**src/rtl/asf_pkg.sv**
```systemverilog
package asf_pkg;
  typedef enum logic [2:0] {
    FMT_W32 = 3'd0,
    FMT_W24 = 3'd1,
    FMT_W20 = 3'd2,
    FMT_W18 = 3'd3,
    FMT_W16 = 3'd4,
    FMT_C16 = 3'd5,
    FMT_W8  = 3'd6,
    FMT_C8  = 3'd7
  } fmt_e;

  localparam int unsigned ADDR_SAMP_A = 0;
  localparam int unsigned ADDR_SAMP_B = 1;
  localparam int unsigned ADDR_CLEAR  = 2;

  function automatic logic fmt_is_compact(fmt_e f);
    return (f == FMT_C16) || (f == FMT_C8);
  endfunction
endpackage

```
**src/rtl/asf_unpack.sv**
```systemverilog
module asf_unpack
  import asf_pkg::*;
#(
  parameter int DATA_W = 32,
  parameter int SAMP_W = 16
) (
  input  fmt_e              fmt,
  input  logic [DATA_W-1:0] data,
  output logic [SAMP_W-1:0] lo,
  output logic [SAMP_W-1:0] hi
);
  localparam int PAD_W = SAMP_W - 8;
  localparam logic [PAD_W-1:0] PAD = '0;

  always_comb begin
    lo = '0;
    hi = '0;
    case (fmt)
      FMT_W32: lo = data[31 -: SAMP_W];
      FMT_W24: lo = data[23 -: SAMP_W];
      FMT_W20: lo = data[19 -: SAMP_W];
      FMT_W18: lo = data[17 -: SAMP_W];
      FMT_W16: lo = data[SAMP_W-1:0];
      FMT_C16: begin
        lo = data[SAMP_W-1:0];
        hi = data[2*SAMP_W-1:SAMP_W];
      end
      FMT_W8:  lo = {data[7:0], PAD};
      FMT_C8: begin
        lo = {data[7:0], PAD};
        hi = {data[15:8], PAD};
      end
      default: lo = '0;
    endcase
  end
endmodule

```
**src/rtl/asf_frame_buf.sv**
```systemverilog
module asf_frame_buf #(
  parameter int SAMP_W = 16
) (
  input  logic              clk,
  input  logic              rst,
  input  logic              en,
  input  logic              take,
  input  logic              wr_a,
  input  logic              wr_b,
  input  logic              compact,
  input  logic              mono,
  input  logic              swap,
  input  logic [SAMP_W-1:0] lo,
  input  logic [SAMP_W-1:0] hi,
  output logic [SAMP_W-1:0] slot0,
  output logic [SAMP_W-1:0] slot1,
  output logic              full,
  output logic              full_next
);
  localparam int NCH = 2;

  logic [NCH-1:0]    got_q, got_n, we;
  logic [SAMP_W-1:0] d_w   [NCH];
  logic [SAMP_W-1:0] slot_q[NCH];

  always_comb begin
    we     = '0;
    d_w[0] = lo;
    d_w[1] = lo;
    if (wr_a) begin
      if (compact) begin
        we     = '1;
        d_w[0] = swap ? hi : lo;
        d_w[1] = swap ? lo : hi;
      end else if (mono) begin
        we = '1;
      end else begin
        we[swap] = 1'b1;
      end
    end
    if (wr_b && !compact && !mono) we[~swap] = 1'b1;
  end

  assign got_n     = en ? ((take ? '0 : got_q) | we) : '0;
  assign full_next = &got_n;
  assign full      = &got_q;

  always_ff @(posedge clk) begin
    if (rst) got_q <= '0;
    else     got_q <= got_n;
  end

  for (genvar i = 0; i < NCH; i++) begin : g_slot
    always_ff @(posedge clk) begin
      if (rst)             slot_q[i] <= '0;
      else if (en && we[i]) slot_q[i] <= d_w[i];
    end
  end

  assign slot0 = slot_q[0];
  assign slot1 = slot_q[1];
endmodule

```
**src/rtl/asf_out_stage.sv**
```systemverilog
module asf_out_stage #(
  parameter int SAMP_W = 16
) (
  input  logic              clk,
  input  logic              rst,
  input  logic              en,
  input  logic              req,
  input  logic              full,
  input  logic              clr,
  input  logic [SAMP_W-1:0] slot0,
  input  logic [SAMP_W-1:0] slot1,
  output logic              take,
  output logic              underrun,
  output logic [SAMP_W-1:0] ch0,
  output logic [SAMP_W-1:0] ch1
);
  localparam int NCH = 2;

  logic [SAMP_W-1:0] src  [NCH];
  logic [SAMP_W-1:0] hold [NCH];

  assign take   = en && req && full;
  assign src[0] = slot0;
  assign src[1] = slot1;

  for (genvar i = 0; i < NCH; i++) begin : g_hold
    always_ff @(posedge clk) begin
      if (rst)       hold[i] <= '0;
      else if (take) hold[i] <= src[i];
    end
  end

  always_ff @(posedge clk) begin
    if (rst || !en)         underrun <= 1'b0;
    else if (req && !full)  underrun <= 1'b1;
    else if (clr)           underrun <= 1'b0;
  end

  assign ch0 = hold[0];
  assign ch1 = hold[1];
endmodule

```
**src/rtl/audio_sample_formatter.sv**
```systemverilog
module audio_sample_formatter
  import asf_pkg::*;
#(
  parameter int DATA_W = 32,
  parameter int SAMP_W = 16,
  parameter int ADDR_W = 2
) (
  input  logic              clk,
  input  logic              rst,
  input  logic              en_i,
  input  logic [2:0]        fmt_i,
  input  logic              mono_i,
  input  logic              swap_i,
  input  logic              wr_en_i,
  input  logic [ADDR_W-1:0] wr_addr_i,
  input  logic [DATA_W-1:0] wr_data_i,
  input  logic              samp_req_i,
  output logic              tx_ready_o,
  output logic              tx_underrun_o,
  output logic [SAMP_W-1:0] ch0_o,
  output logic [SAMP_W-1:0] ch1_o
);
  localparam logic [ADDR_W-1:0] A_ADDR = ADDR_W'(ADDR_SAMP_A);
  localparam logic [ADDR_W-1:0] B_ADDR = ADDR_W'(ADDR_SAMP_B);
  localparam logic [ADDR_W-1:0] C_ADDR = ADDR_W'(ADDR_CLEAR);

  fmt_e              fmt;
  logic              wr_a, wr_b, wr_clr, compact;
  logic [SAMP_W-1:0] lo, hi, slot0, slot1;
  logic              full, full_next, take, ready_q;

  assign fmt     = fmt_e'(fmt_i);
  assign compact = fmt_is_compact(fmt);
  assign wr_a    = en_i && wr_en_i && (wr_addr_i == A_ADDR);
  assign wr_b    = en_i && wr_en_i && (wr_addr_i == B_ADDR);
  assign wr_clr  = wr_en_i && (wr_addr_i == C_ADDR);

  asf_unpack #(.DATA_W(DATA_W), .SAMP_W(SAMP_W)) u_unpack (
    .fmt  (fmt),
    .data (wr_data_i),
    .lo   (lo),
    .hi   (hi)
  );

  asf_frame_buf #(.SAMP_W(SAMP_W)) u_buf (
    .clk       (clk),
    .rst       (rst),
    .en        (en_i),
    .take      (take),
    .wr_a      (wr_a),
    .wr_b      (wr_b),
    .compact   (compact),
    .mono      (mono_i),
    .swap      (swap_i),
    .lo        (lo),
    .hi        (hi),
    .slot0     (slot0),
    .slot1     (slot1),
    .full      (full),
    .full_next (full_next)
  );

  asf_out_stage #(.SAMP_W(SAMP_W)) u_out (
    .clk      (clk),
    .rst      (rst),
    .en       (en_i),
    .req      (samp_req_i),
    .full     (full),
    .clr      (wr_clr),
    .slot0    (slot0),
    .slot1    (slot1),
    .take     (take),
    .underrun (tx_underrun_o),
    .ch0      (ch0_o),
    .ch1      (ch1_o)
  );

  always_ff @(posedge clk) begin
    if (rst) ready_q <= 1'b0;
    else     ready_q <= en_i && !full_next;
  end

  assign tx_ready_o = ready_q;
endmodule

```
**config.mk**
```make
export PLATFORM = sky130hd
export DESIGN_NAME = audio_sample_formatter
export DESIGN_NICKNAME = d
export VERILOG_FILES = /design/src/rtl/asf_pkg.sv /design/src/rtl/asf_unpack.sv /design/src/rtl/asf_frame_buf.sv /design/src/rtl/asf_out_stage.sv /design/src/rtl/audio_sample_formatter.sv
export SDC_FILE = /design/constraint.sdc
export NUM_CORES = 1
export LEC_CHECK = 0
export CAP_MARGIN = 25
export CORE_MARGIN = 2
export CORE_UTILIZATION = 35
export DETAILED_ROUTE_END_ITERATION = 7
export DONT_BUFFER_PORTS = 1
export PLACE_DENSITY = 0.49
export SETUP_SLACK_MARGIN = 0.2
export SYNTH_ARGS = -nofsm -noshare
export SYNTH_HDL_FRONTEND = slang
export SYNTH_SLANG_ARGS = --single-unit
export TNS_END_PERCENT = 20
```
**constraint.sdc**
```tcl
create_clock -name clk -period 1.7 [get_ports clk]
set_input_delay 0.17 -clock clk [delete_from_list [all_inputs] [get_ports clk]]
set_output_delay 0.17 -clock clk [all_outputs]
set_load 0.05 [all_outputs]
```
# Word-level counts from Yosys, hierarchy flattened
# Memory sizes are Yosys's and may differ from the RTL's.
# Index checks and enable logic that the tools add are counted.
[op_classes]
n_eq_ne = 9
mux = 33
bitwise = 7
reduce_logical = 28
n_lt_le_gt_ge = 4
[op_table]
columns = ["op", "n"]
rows = [
  ["16-bit two-way mux", 6],
  ["16-bit one-hot mux with 6 select lines", 1],
  ["32-bit two-way mux", 2],
  ["16-bit one-hot mux with 2 select lines", 1],
  ["1-bit two-way mux", 15],
  ["1-bit logical AND", 14],
  ["3-bit equality test (second input constant)", 4],
  ["2-bit two-way mux", 6],
  ["3-bit by 2-bit equality test with 1-bit output (second input constant)", 2],
  ["1-bit zero test", 5],
  ["1-bit by 2-bit < comparator with 1-bit output (second input constant)", 2],
  ["1-bit bitwise OR", 4],
  ["2-bit bitwise OR", 2],
  ["2-bit AND reduction", 2],
  ["2-bit OR reduction", 2],
  ["3-bit by 1-bit equality test with 1-bit output (second input constant)", 1],
  ["3-bit zero test", 1],
  ["1-bit demux with 1-bit select", 2],
  ["2-bit by 1-bit equality test with 1-bit output (second input constant)", 1],
  ["2-bit equality test (second input constant)", 1],
  ["1-bit greater-or-equal comparator (second input constant)", 2],
  ["2-bit zero test", 1],
  ["1-bit logical OR", 2],
  ["2-bit nonzero test", 1],
  ["1-bit inverter", 1],
]
[totals]
memories = 2
reg_bits = 4
wordCells = 86
out_inout_bits = 34
inputBits = 44
mem_bits_rw = 64
[mem_list]
columns = ["memory", "words", "width", "rd", "rd_ports_with_merged_regs", "wr", "line_no", "source"]
rows = [
  ["u_buf.slot_q", 2, 16, 2, 0, 2, "asf_frame_buf.sv:24", "logic [SAMP_W-1:0] slot_q[NCH];"],
  ["u_out.hold", 2, 16, 2, 0, 2, "asf_out_stage.sv:20", "logic [SAMP_W-1:0] hold [NCH];"],
]

# Longest topological paths before layout
# Gate-level depths: netlist (run 1).
[logic_depth]
depth_word = 14
mapped_depth = 7
depth_no_buf = 5

# Hierarchy
# A second synthesis (run 1) with hierarchy kept.
[unflattened]
cells_unflattened = 351
hier_area_um2 = 3957.5
[by_module_without_submodules]
columns = ["mod", "cells_each", "instances", "area_per_inst_um2", "seq_area_each_um2"]
rows = [
  ["asf_frame_buf", 143, 1, 1675.4, 1001.0],
  ["asf_out_stage", 75, 1, 1265.0, 980.9],
  ["asf_unpack", 127, 1, 949.7, 0.0],
  ["audio_sample_formatter", 6, 1, 67.6, 20.0],
]

# Worst setup path before layout (run 1)
# No wires, ideal clock.
[synth_timing]
path_kind = "input port to flip-flop"
startpoint = "in fmt_i[1]"
endpoint = "mem u_buf.slot_q[0][5] (data pin)"
arrival_ps = 1414
path_slack_ps = 26
cell_stages = 7
setup_ps = 260
n_path_buf = 2
required_time_ps = 1440
path_cell_list = "buf_2 > buf_2 > mux2_1 > a222oi_1 > o22ai_1 > mux2i_1 > nor2_1"
[synth_rtl]
columns = ["element", "line_no", "source"]
rows = [
  ["start: declaration", "audio_sample_formatter.sv:11", "input logic [2:0] fmt_i,"],
  ["end: declaration", "asf_frame_buf.sv:24", ""],
]

# Worst setup path after layout (run 1)
[layout_timing]
startpoint = "reg u_buf.got_q[0]"
endpoint = "reg u_buf.got_q[1]"
[layout_between]
elab_chain_cells = 5
[layout_lines]
columns = ["element", "line_no", "source"]
rows = [
  ["start: declaration", "asf_frame_buf.sv:22", "logic [NCH-1:0] got_q, got_n, we;"],
  ["start signal: assignment", "asf_frame_buf.sv:50", "else got_q <= got_n;"],
  ["2-bit AND reduction", "asf_frame_buf.sv:46", "assign full = &got_q;"],
  ["1-bit logical AND", "asf_out_stage.sv:22", "assign take = en && req && full;"],
  ["2-bit two-way mux", "asf_frame_buf.sv:44", "assign got_n = en ? ((take ? '0 : got_q) | we) : '0;"],
  ["2-bit bitwise OR", "asf_frame_buf.sv:44", ""],
  ["2-bit two-way mux", "asf_frame_buf.sv:44", ""],
]
# Every way passes these cells.
# A chain may end at the register's enable or synchronous reset.

==> out/results.txt, run 1 <==
Run status: finished clean
Post-Syn Instances: 361
Die area: 11800 sq um
Adder-Cell Fraction of Synth Area: 0%
Final Instance Count excl. Fillers: 505
Clk_lat worst skew: 330 ps
GRT busiest layer: met1
Cts bufs inserted: 9
Num Clock Sinks: 68
Port buffer count: 0
Hold path depth: 2
Crit path time final: 1300 ps
Fmax: 766 MHz
Worst Hold Path EP: u_out.underrun
Total Power: 3.96 mW
Hold Crit Class: input port to register
R2R depth: 4
Fin crit share: 76.7%
Final #Nets: 404
Post-synthesis compound-gate area fraction: 15.9%
RSZ-0062 raised after global routing: no
Hold_sp: en_i
Chip Height: 108 um
Setup-failing EPs final: 0
Setup TNS: 0 ps
Core box area: 10700 sq um
DRT Pass-1 Iters: 5
DRT iter0 DRCs: 150
Antenna viol nets, final: 0
Via/cell ratio: 5.46
Post-synthesis xor/xnor area fraction: 0.459%
Fraction of registers with async set/reset: 0%
Kind of critical path: register to register
Reg clk slew, reported paths: 70 ps
Mapped Area: 3810 sq um
Top_reg_cell synth: edfxtp_1
VDD IR max: 0.000522 V
Reg2Reg Capture Point: u_buf.got_q[1]
First-pass GRT wire length: 14800 um
Post-synth EDFFs: 64
Drt total wl: 9250 um
Largest family of logic cells by synthesized area: simple AND/OR/NAND/NOR gates
# DRC: 0
DR WL/cell: 18.3 um
Fillers: 1063
Hold Vio Cnt, Final: 0
Gpl congestion: 0.855
Post-synthesis mux area share: 8.49%
Placed cell count: 486
Startpoint types: register
CP Data Required Time: 1930 ps
Critical path's largest stage delay: 550 ps
Crit path DAT: 1530 ps
Post-synth cell types: 47
Static leakage: 1.48 nW
H-tree lvl count: 3
Ports: 78
CP cell instances: nand2_1 -> nand3_1 -> a21oi_1 -> dlygate4sd3_1
Worst-Margin Slew: 557 ps
Mapped Avg Cell Area: 10.6 sq um
Critical path fanouts, max: 5
Seq cells post-synth: 68
Routed via count: 2755
Reg2reg setup slack: 400 ps
Fin Clk Skew: 8.65 ps
Vias in the first global route: 2695
Initial Util: 35.5%
Syn. warnings: 0
PwrDens: 939 nW/um^2
CTS tree: done
Ant diodes: 0
Syn_nets: 405
Crit end category: register
Gr ovfl total: 0
Met3 Track Usage GR: 5.85%
Met1 Usage GRT: 23.7%
Simple-gate share of the synthesized area: 19.1%
Final Core Density: 39.3%
GR Layer Usage met2: 22.7%
Sequential cell area fraction in the yosys report: 52.5%
Cell area after placement: 3950 sq um
R2r startpoint: u_buf.got_q[0]
Max-cap viol count: 0
Largest net degree at the start of global routing: 55
Root Buffer: clkbuf_8
GRT Util Overall: 16.6%
Num rows: 38
Initial antenna violation count: 0
Longest Clk Path Bufs: 2
Register area: 2000 sq um
Finished Cell Area: 4220 sq um
Max-slew headroom: 62.7%
Layout cell share with drive strength beyond 1: 11.0%
Final Max Tran Viols: 0
Post-DP HPWL: 6740 um
Worst path slowest cell: dlygate4sd3_1
Layout area overhead: 10.6%
Die X-Extent: 108 um
Area occupied by multi-input gates: 1690 sq um
-- through the flow --
stage | hold slack [ps] | setup WS, ps
5_1_grt | 22.5 | 319
2_1_floorplan | 239 | 104
6_report | 47.4 | 395
4_1_cts | 18.6 | 215
3_5_place_dp | 242 | -142
3_3_place_gp | 241 | -59.1
-- logic make-up (layout without fill, tap and decap cells) --
| kind of cell | after synthesis | count (layout) |
|---|---|---|
| AO/OA/AOI/OAI | 93 | 93 |
| XOR/XNOR | 2 | 2 |
| buffers and inverters | 27 | 31 |
| flip-flops | 68 | 68 |
| AND/OR/NAND/NOR | 142 | 142 |
| multiplexers | 29 | 29 |
-- critical path: cells and delay by family, from the launching register on --
family | cells | cell delay [ps]
DFF | 1 | 400
buffers and inverters | 1 | 550
and+or+nand+nor | 2 | 180
AOI/OAI and AO/OA | 1 | 70
-- report_power, final --
part	internal, mW	leakage [nW]	total (mW)	switching, mW
sequential	1.92	0.671	2.05	0.132
combinational	0.159	0.699	0.352	0.192
clock	0.969	0.115	1.56	0.595
total	3.04	1.48	3.96	0.919
-- cells in the final DEF (no fill, tap or decap), drive strengths merged, types with 3 or more instances in the layout --
cell type / instances
o22ai: 24
nor3b: 4
nor2b: 10
nand2: 44
nand3: 3
a21oi: 19
and2: 32
a22oi: 7
a222oi: 7
edfxtp: 64
buf: 8
nand2b: 11
mux2: 17
inv: 5
o211ai: 4
clkbuf: 9
mux2i: 11
dlygate4sd3: 3
o21ai: 19
dfxtp: 4
o22a: 5
bufinv: 3
nor2: 29
-- flip-flops by register name, indices dropped and copies added (netlist names) --
| signal | count |
|---|---|
| u_buf.slot_q | 32 |
| u_out.hold | 32 |
| u_buf.got_q | 2 |
| tx_ready_o | 1 |
| u_out.underrun | 1 |
-- Yosys cell counts, types with 9 or more instances --
| cell | n | area, sq um |
|---|---|---|
| nand2_1 | 43 | 161 |
| nor2b_1 | 10 | 62.6 |
| edfxtp_1 | 64 | 1920 |
| nand2b_1 | 11 | 68.8 |
| and2_1 | 32 | 200 |
| nor2_1 | 29 | 109 |
| buf_2 | 12 | 60.1 |
| mux2i_1 | 11 | 110 |
| o21ai_0 | 11 | 55.1 |
| a21oi_1 | 19 | 95.1 |
| mux2_1 | 9 | 101 |
| o22ai_1 | 24 | 150 |
-- per-layer routing --
| layer | routed length [um] | share of wire [%] |
|---|---|---|
| met1 | 4320 | 47 |
| met3 | 890 | 9.6 |
| met4 | 189 | 2.0 |
| met2 | 3850 | 42 |
| met5 | 0 | 0 |
-- area by class of cell --
class,count,share of cell area (%)
Sequential cell,68,47.4
Multi-Input combinational cell,266,40.0
Clock inverter,7,2.70
Timing Repair Buffer,11,2.43
Tap cell,140,4.15
Inverter,4,0.356
Clock buffer,9,2.94
-- repair_timing --
action,4_1_cts,5_1_grt
hold endpoints to repair,3,0
gates resized for setup,0,1
buffers inserted,0,0
hold buffers,3,0
endpoints found under the setup margin,0,14
-- worst max path at each step --
| stage | end | startpoint | slack (ps) | cells past startpoint |
|---|---|---|---|---|
| after floorplan | u_out.hold[0][0] | u_buf.got_q[0] | 100 | 1 |
| after global placement | u_buf.slot_q[1][2] | fmt_i[2] | -60 | 5 |
| after detailed placement | u_buf.slot_q[1][2] | fmt_i[2] | -140 | 5 |
| after CTS | u_buf.slot_q[1][2] | fmt_i[2] | 210 | 5 |
| after global routing | u_buf.got_q[1] | u_buf.got_q[0] | 320 | 4 |
| final | u_buf.got_q[1] | u_buf.got_q[0] | 400 | 4 |
Note: power is estimated with default switching activity, not from simulation.
==> inputs of run 2 (changes only) <==
==> constraint.sdc (replaced) <==
create_clock -name clk -period 1.1 [get_ports clk]
set_input_delay 0.11 -clock clk [delete_from_list [all_inputs] [get_ports clk]]
set_output_delay 0.11 -clock clk [all_outputs]
set_load 0.05 [all_outputs]
==> run 2 against run 1 <==
The run now ends with negative setup slack left. Core utilization grew 7.2 points. Setup slack got worse by 400 ps. Clock power grew 42%. Register-to-register slack got worse by 400 ps. Sequential power rose by 51%. Critical path depth grew 3. Combinational power is 150% higher. Final area is 18% higher. Worst hold slack lost 4.2 ps. Critical path type is now input port to register. Largest power group unchanged.
==> out/results.txt, run 2 (same netlist as run 1, synthesis figures left out) <==
Most frequent cells in the layout: 64 x edfxtp_1, 34 x nand2_1, 27 x nor2_1, 27 x and2_4, 19 x buf_4 (was 64 x edfxtp_1, 43 x nand2_1, 32 x and2_1, 29 x nor2_1, 24 x o22ai_1)
CP Data Required Time: 1180 ps (was 1930 ps)
Reg2Reg Capture Point: u_out.hold[0][11] (was u_buf.got_q[1])
H-tree lvl count: 3 (unchanged)
Largest regs: u_buf.slot_q: 32 flops, u_out.hold: 32 flops, u_buf.got_q: 2 flops (unchanged)
Hold_sp: wr_en_i (was en_i)
Post-DP HPWL: 6880 um (was 6740 um)
Chip Height: 108 um (unchanged)
Final Instance Count excl. Fillers: 542 (was 505)
Worst Hold Path EP: u_out.underrun (unchanged)
Initial Util: 35.5% (unchanged)
Worst path bufs/invs: 2 (was 1)
Worst path slowest cell: a222oi_1 (was dlygate4sd3_1)
Crit end category: register (unchanged)
Ports: 78 (unchanged)
Fin crit share: 100%
Startpoint types: input port (was register)
Final worst slack: -1.29 ps (was 395 ps)
Reg clk slew, reported paths: 80 ps (was 70 ps)
Final Max Tran Viols: 0 (unchanged)
Num Clock Sinks: 68 (unchanged)
Static leakage: 1.80 nW (was 1.48 nW)
Layout cell share with drive strength beyond 1: 38.1% (was 11.0%)
Setup TNS: -2.04 ps (was 0 ps)
Gpl congestion: 0.858 (was 0.855)
GRT Util Overall: 17.4% (was 16.6%)
DRT Pass-1 Iters: 5 (unchanged)
PwrDens: 1240 nW/um^2 (was 939 nW/um^2)
Final #Nets: 441 (was 404)
Max-cap viol count: 0 (unchanged)
Final Core Density: 46.4% (was 39.3%)
Routed via count: 2896 (was 2755)
First-pass GRT wire length: 15600 um (was 14800 um)
Hold Vio Cnt, Final: 0 (unchanged)
Core box area: 10700 sq um (unchanged)
Cts bufs inserted: 9 (unchanged)
Critical path fanouts, max: 30 (was 5)
Worst-Margin Slew: 636 ps (was 557 ps)
Ant diodes: 0 (unchanged)
Initial antenna violation count: 0 (unchanged)
Largest net degree at the start of global routing: 55 (unchanged)
Fmax: 908 MHz
Vias in the first global route: 2892 (was 2695)
# DRC: 0 (unchanged)
CP cell instances: nor2b_4 -> buf_6 -> a222oi_1 -> o22ai_2 -> buf_4 -> nand2_4 -> a21oi_2 (was nand2_1 -> nand3_1 -> a21oi_1 -> dlygate4sd3_1)
Reg2reg setup slack: -1 ps (was 400 ps)
Crit path time final: 1100 ps
Critical path's largest stage delay: 400 ps (was 550 ps)
Place WS: -346 ps (was -142 ps)
Commonest non-fill, non-tap cell in the layout: edfxtp_1 (unchanged)
CTS tree: done (unchanged)
Gr ovfl total: 0 (unchanged)
Drt total wl: 10000 um (was 9250 um)
Antenna viol nets, final: 0 (unchanged)
R2r startpoint: u_buf.got_q[1] (was u_buf.got_q[0])
DRT iter0 DRCs: 169 (was 150)
Fillers: 1045 (was 1063)
Crit path DAT: 1180 ps (was 1530 ps)
VDD IR max: 0.000685 V (was 0.000522 V)
Hold Crit Class: input port to register (unchanged)
R2R depth: 2 (was 4)
Hold path depth: 3 (was 2)
Num rows: 38 (unchanged)
Layout area overhead: 30.8% (was 10.6%)
Port buffer count: 0 (unchanged)
Fin Clk Skew: 10.8 ps (was 8.65 ps)
Root Buffer: clkbuf_8 (unchanged)
Setup-failing EPs final: 2 (was 0)
Critical path launch point: fmt_i[2] (was u_buf.got_q[0])
Cell family with most CP delay: compound AO/OA/AOI/OAI gates (was buffers and inverters)
Via/cell ratio: 5.34 (was 5.46)
Clk_lat worst skew: 340 ps (was 330 ps)
DR WL/cell: 18.5 um (was 18.3 um)
Die X-Extent: 108 um (unchanged)
Placed cell count: 517 (was 486)
Run status: complete, but fails checks (was finished clean)
RSZ-0062 raised after global routing: yes (was no)
Max-slew headroom: 57.1% (was 62.7%)
Die area: 11800 sq um (unchanged)
Longest Clk Path Bufs: 2 (unchanged)
Failing checks: negative setup slack
Kind of critical path: input port to register (was register to register)
==> run 2: worst min-delay path, stage by stage <==
cell,delay [ps]
nand2_1,40
o21ai_0,70
a21oi_1,130
==> run 2: per-layer routing <==
metal,routed length [um],global-route usage (%),up-vias
met4,61,5.22,0
met3,803,4.88,4
li1,-,-,1422
met1,4680,24.7,1356
met5,0,0,-
met2,4480,25.6,114
==> run 2: area by class of cell <==
class | instances | area, sq um | share of cell area [%]
inverter | 4 | 15.0 | 0.301
timing repair buffer | 48 | 531 | 10.6
sequential | 68 | 2010 | 40.2
clock buffer | 10 | 128 | 2.56
tap | 140 | 175 | 3.51
multi-input combinational | 266 | 2050 | 41.0
clock inverter | 6 | 90.1 | 1.80
==> run 2: timing repair <==
action,in CTS,in global routing
pin swaps,24,15
cloned,0,2
buffers inserted,0,2
gates resized for setup,93,18
endpoints found under the setup margin,130,157
hold buffers,5,0
endpoints found under the hold margin,4,0
==> run 2: worst max path at each step <==
stage                               to  cells past startpoint
finish              u_buf.slot_q[1][4]                      7
global route        u_buf.slot_q[0][4]                      6
CTS                           ch1_o[1]                      0
detailed placement  u_buf.slot_q[0][1]                      6
global placement    u_buf.slot_q[1][9]                      5
floorplan           u_buf.slot_q[0][6]                      6
==> run 2: per-stage QoR <==
| stage | hold slack (ps) | total power, mW | cell area (sq um) |
|---|---|---|---|
| after floorplan | 172 | 3.70 | 3870 |
| after global placement | 172 | 3.84 | 4250 |
| after detailed placement | 176 | 3.85 | 4250 |
| after CTS | 12.4 | 6.16 | 4870 |
| after global routing | 27.7 | 6.42 | 4990 |
| final | 43.3 | 6.18 | 4990 |
==> run 2: report_power, final <==
group | switching (mW) | total [mW] | internal (mW) | leakage (nW)
combinational | 0.458 | 0.867 | 0.409 | 1.03
sequential | 0.142 | 3.10 | 2.96 | 0.672
clock | 0.930 | 2.21 | 1.28 | 0.0947
==> inputs of run 3 (changes only) <==
--- a/config.mk
+++ b/config.mk
@@ -6,6 +6,7 @@
 export NUM_CORES = 1
 export LEC_CHECK = 0
 export CAP_MARGIN = 25
+export CORE_ASPECT_RATIO = 1.2
 export CORE_MARGIN = 2
 export CORE_UTILIZATION = 35
 export DETAILED_ROUTE_END_ITERATION = 7
@@ -14,5 +15,6 @@
 export SETUP_SLACK_MARGIN = 0.2
 export SYNTH_ARGS = -nofsm -noshare
 export SYNTH_HDL_FRONTEND = slang
+export SYNTH_HIERARCHICAL = 1
 export SYNTH_SLANG_ARGS = --single-unit
 export TNS_END_PERCENT = 20
==> run 3 against run 2 <==
The run ends with negative hold slack, negative setup slack left. Fmax shrank 12%. Sequential power shrank 2%. Sequential share of layout area shrank 1.7 points. Worst hold slack lost 210 ps. Critical path depth shrank 3. Synthesized cell count shrank 2.8%. Routed wire length grew 2.0%. Power grew 6.2%. Die area grew 3.6%. Clock-buffer cell count grew 3. Clock power grew 21%. Final cell count shrank 2.4%. Largest cell class unchanged.
==> out/results.txt, run 3 <==
H-tree lvl count: 3 (unchanged)
Post-synth top area share: 48.6% (was 50.4%)
Largest regs: u_buf/slot_q: 32 flops, u_out/hold: 32 flops, u_buf/got_q: 2 flops (was u_buf.slot_q: 32 flops, u_out.hold: 32 flops, u_buf.got_q: 2 flops)
Root Buffer: clkbuf_16 (was clkbuf_8)
PwrDens: 1260 nW/um^2 (was 1240 nW/um^2)
Count leader, synth: edfxtp_1 (unchanged)
Reg clk slew, reported paths: 50 ps (was 80 ps)
Final Max Tran Viols: 0 (unchanged)
Via/cell ratio: 5.57 (was 5.34)
Top cells by area, synth: edfxtp_1 49%, mux2i_1 8.6%, and2_1 6.6% (was edfxtp_1 50%, and2_1 5.2%, nand2_1 4.2%)
Core box area: 11000 sq um (was 10700 sq um)
Routed via count: 2945 (was 2896)
Top_reg_cell synth: edfxtp_1 (unchanged)
Post-synth EDFFs: 64 (unchanged)
Hold Vio Cnt, Final: 11 (was 0)
Failing checks: negative hold slack, negative setup slack (was negative setup slack)
Vias in the first global route: 2888 (was 2892)
Finished Cell Area: 5200 sq um (was 4990 sq um)
Placed cell count: 504 (was 517)
Die area: 12200 sq um (was 11800 sq um)
Static leakage: 1.90 nW (was 1.80 nW)
Gpl congestion: 0.844 (was 0.858)
Chip Height: 120 um (was 108 um)
Fmax: 802 MHz (was 908 MHz)
CTS tree: done (unchanged)
Syn. warnings: 6 (was 0)
Fin Clk Skew: 4.83 ps (was 10.8 ps)
Sequential cell area fraction in the yosys report: 50.6% (was 52.5%)
Initial antenna violation count: 0 (unchanged)
Startpoint types: register (was input port)
Final #Nets: 436 (was 441)
Commonest non-fill, non-tap cell in the layout: edfxtp_1 (unchanged)
Max-cap viol count: 0 (unchanged)
Antenna viol nets, final: 0 (unchanged)
Layout cell share with drive strength beyond 1: 42.6% (was 38.1%)
Reg2reg setup slack: -150 ps (was -1 ps)
Area occupied by multi-input gates: 2240 sq um (was 2050 sq um)
DR WL/cell: 19.3 um (was 18.5 um)
Most frequent cells in the layout: 64 x edfxtp_1, 34 x nand2_1, 30 x mux2i_1, 27 x and2_4, 24 x buf_6 (was 64 x edfxtp_1, 34 x nand2_1, 27 x nor2_1, 27 x and2_4, 19 x buf_4)
Mapped Avg Cell Area: 11.3 sq um (was 10.6 sq um)
Layout area overhead: 31.5% (was 30.8%)
Ports: 78 (unchanged)
Setup-failing EPs final: 84 (was 2)
Commonest cells post-synth: 64 x edfxtp_1, 42 x and2_1, 39 x nand2_1, 34 x mux2i_1, 23 x a21oi_1 (was 64 x edfxtp_1, 43 x nand2_1, 32 x and2_1, 29 x nor2_1, 24 x o22ai_1)
Fillers: 1022 (was 1045)
VDD IR max: 0.000766 V (was 0.000685 V)
Synth area leader: edfxtp_1 (unchanged)
Cell area after placement: 4370 sq um (was 4250 sq um)
Longest Clk Path Bufs: 2 (unchanged)
Final Instance Count excl. Fillers: 529 (was 542)
Clk_lat worst skew: 320 ps (was 340 ps)
Seq cells post-synth: 68 (unchanged)
Register area: 2010 sq um (about the same)
Mapped Area: 3960 sq um (was 3810 sq um)
Hold Crit Class: input port to register (unchanged)
First-pass GRT wire length: 16000 um (was 15600 um)
Kind of critical path: register to register (was input port to register)
Crit path time final: 1250 ps (was 1100 ps)
Hold Buf Count CTS: 2 (was 5)
Gr ovfl total: 0 (unchanged)
Critical path fanouts, max: 8 (was 30)
DRT Pass-1 Iters: 4 (was 5)
Crit path DAT: 1320 ps (was 1180 ps)
RSZ-0062 raised after global routing: yes (unchanged)
Worst-Margin Slew: 466 ps (was 636 ps)
GRT Util Overall: 16.9% (was 17.4%)
# DRC: 0 (unchanged)
DRT iter0 DRCs: 166 (was 169)
Cts bufs inserted: 9 (unchanged)
Fraction of registers with async set/reset: 0% (unchanged)
Max-slew headroom: 69.0% (was 57.1%)
Crit end category: register (unchanged)
Fin Hold WS: -162 ps (was 43.3 ps)
Num rows: 42 (was 38)
Final worst slack: -147 ps (was -1.29 ps)
Die X-Extent: 101 um (was 108 um)
Num Clock Sinks: 68 (unchanged)
Total Power: 6.56 mW (was 6.18 mW)
Port buffer count: 0 (unchanged)
Syn_nets: 395 (was 405)
Post-synth cell types: 48 (was 47)
Fin crit share: 113% (was 100%)
Drt total wl: 10200 um (was 10000 um)
Run status: complete, but fails checks (unchanged)
CP Data Required Time: 1170 ps (was 1180 ps)
Ant diodes: 0 (unchanged)
Post-Syn Instances: 351 (was 361)
Post-DP HPWL: 6460 um (was 6880 um)
Initial Util: 35.9% (was 35.5%)
Largest net degree at the start of global routing: 45 (was 55)
-- run 3: cell types whose count changed after synthesis, moves of 9 or more --
| cell | change |
|---|---|
| mux2i_1 | +23 |
| nor3_1 | +12 |
| o21ai_0 | -10 |
| nor2_1 | -19 |
| a211oi_1 | +11 |
| o32ai_1 | +12 |
| o22ai_1 | -24 |
| and2_1 | +10 |
| mux2_1 | -9 |
-- run 3: area by class of cell --
type	instances	area share, %
clock inverter	3	0.722
inverter	1	0.0722
timing repair buffer	47	9.72
tap	132	3.17
clock buffer	13	4.62
sequential	68	38.6
multi-input combinational	265	43.1
-- run 3: report_power, final --
part | internal, mW | switching (mW)
Sequential | 2.95 | 0.102
Combinational | 0.367 | 0.458
Clock | 1.74 | 0.941
Total | 5.06 | 1.50
-- run 3: repair_timing --
item	4_1_cts	5_1_grt
cloned	5	1
endpoints found under the setup margin	166	166
resized for setup	78	46
hold endpoints to repair	20	16
setup buffers	0	1
pin swaps	50	26
-- run 3: path summary, 6_finish.rpt --
kind / start / end / cells after the start
hold reg to reg: u_out/underrun / u_out/underrun / 2
hold / removal: rst / u_buf/got_q[1] / 1
setup reg to reg: u_buf/got_q[0] / u_out/hold[1][11] / 4
setup / recovery: u_buf/got_q[0] / u_out/hold[1][11] / 4
-- run 3: critical path: stages, from the launching register on --
cell and delay (ps):
dfxtp_2 310, and2_4 150, buf_6 130, and4b_4 220
and2_1 180
-- run 3: kinds of logic (layout without fill, tap and decap cells) --
group	Yosys count	after routing	synth area share [%]
AOI/OAI and AO/OA	59	59	10.6
and+or+nand+nor	161	167	24.3
muxes	39	39	10.1
DFF	68	68	50.6
buffers and inverters	24	64	4.33
-- run 3: metal layers --
| layer | global-route usage (%) | vias to the layer above | part of all wire, % |
|---|---|---|---|
| met5 | 0 | - | 0 |
| met4 | 6.00 | 0 | 2.1 |
| li1 | - | 1400 | - |
| met2 | 26.2 | 113 | 47 |
| met3 | 4.34 | 17 | 6.2 |
| met1 | 22.9 | 1415 | 45 |
-- run 3: per-stage QoR --
step	utilization [%]	hold WS, ps	setup slack [ps]	TNS, ps
after floorplan	-	186	-286	-20850
after CTS	45.4	-168	-186	-9380
after detailed placement	39.6	185	-338	-35490
after global routing	47.1	-174	-182	-10260
final	47.1	-162	-147	-7810
after global placement	39.6	184	-403	-34180
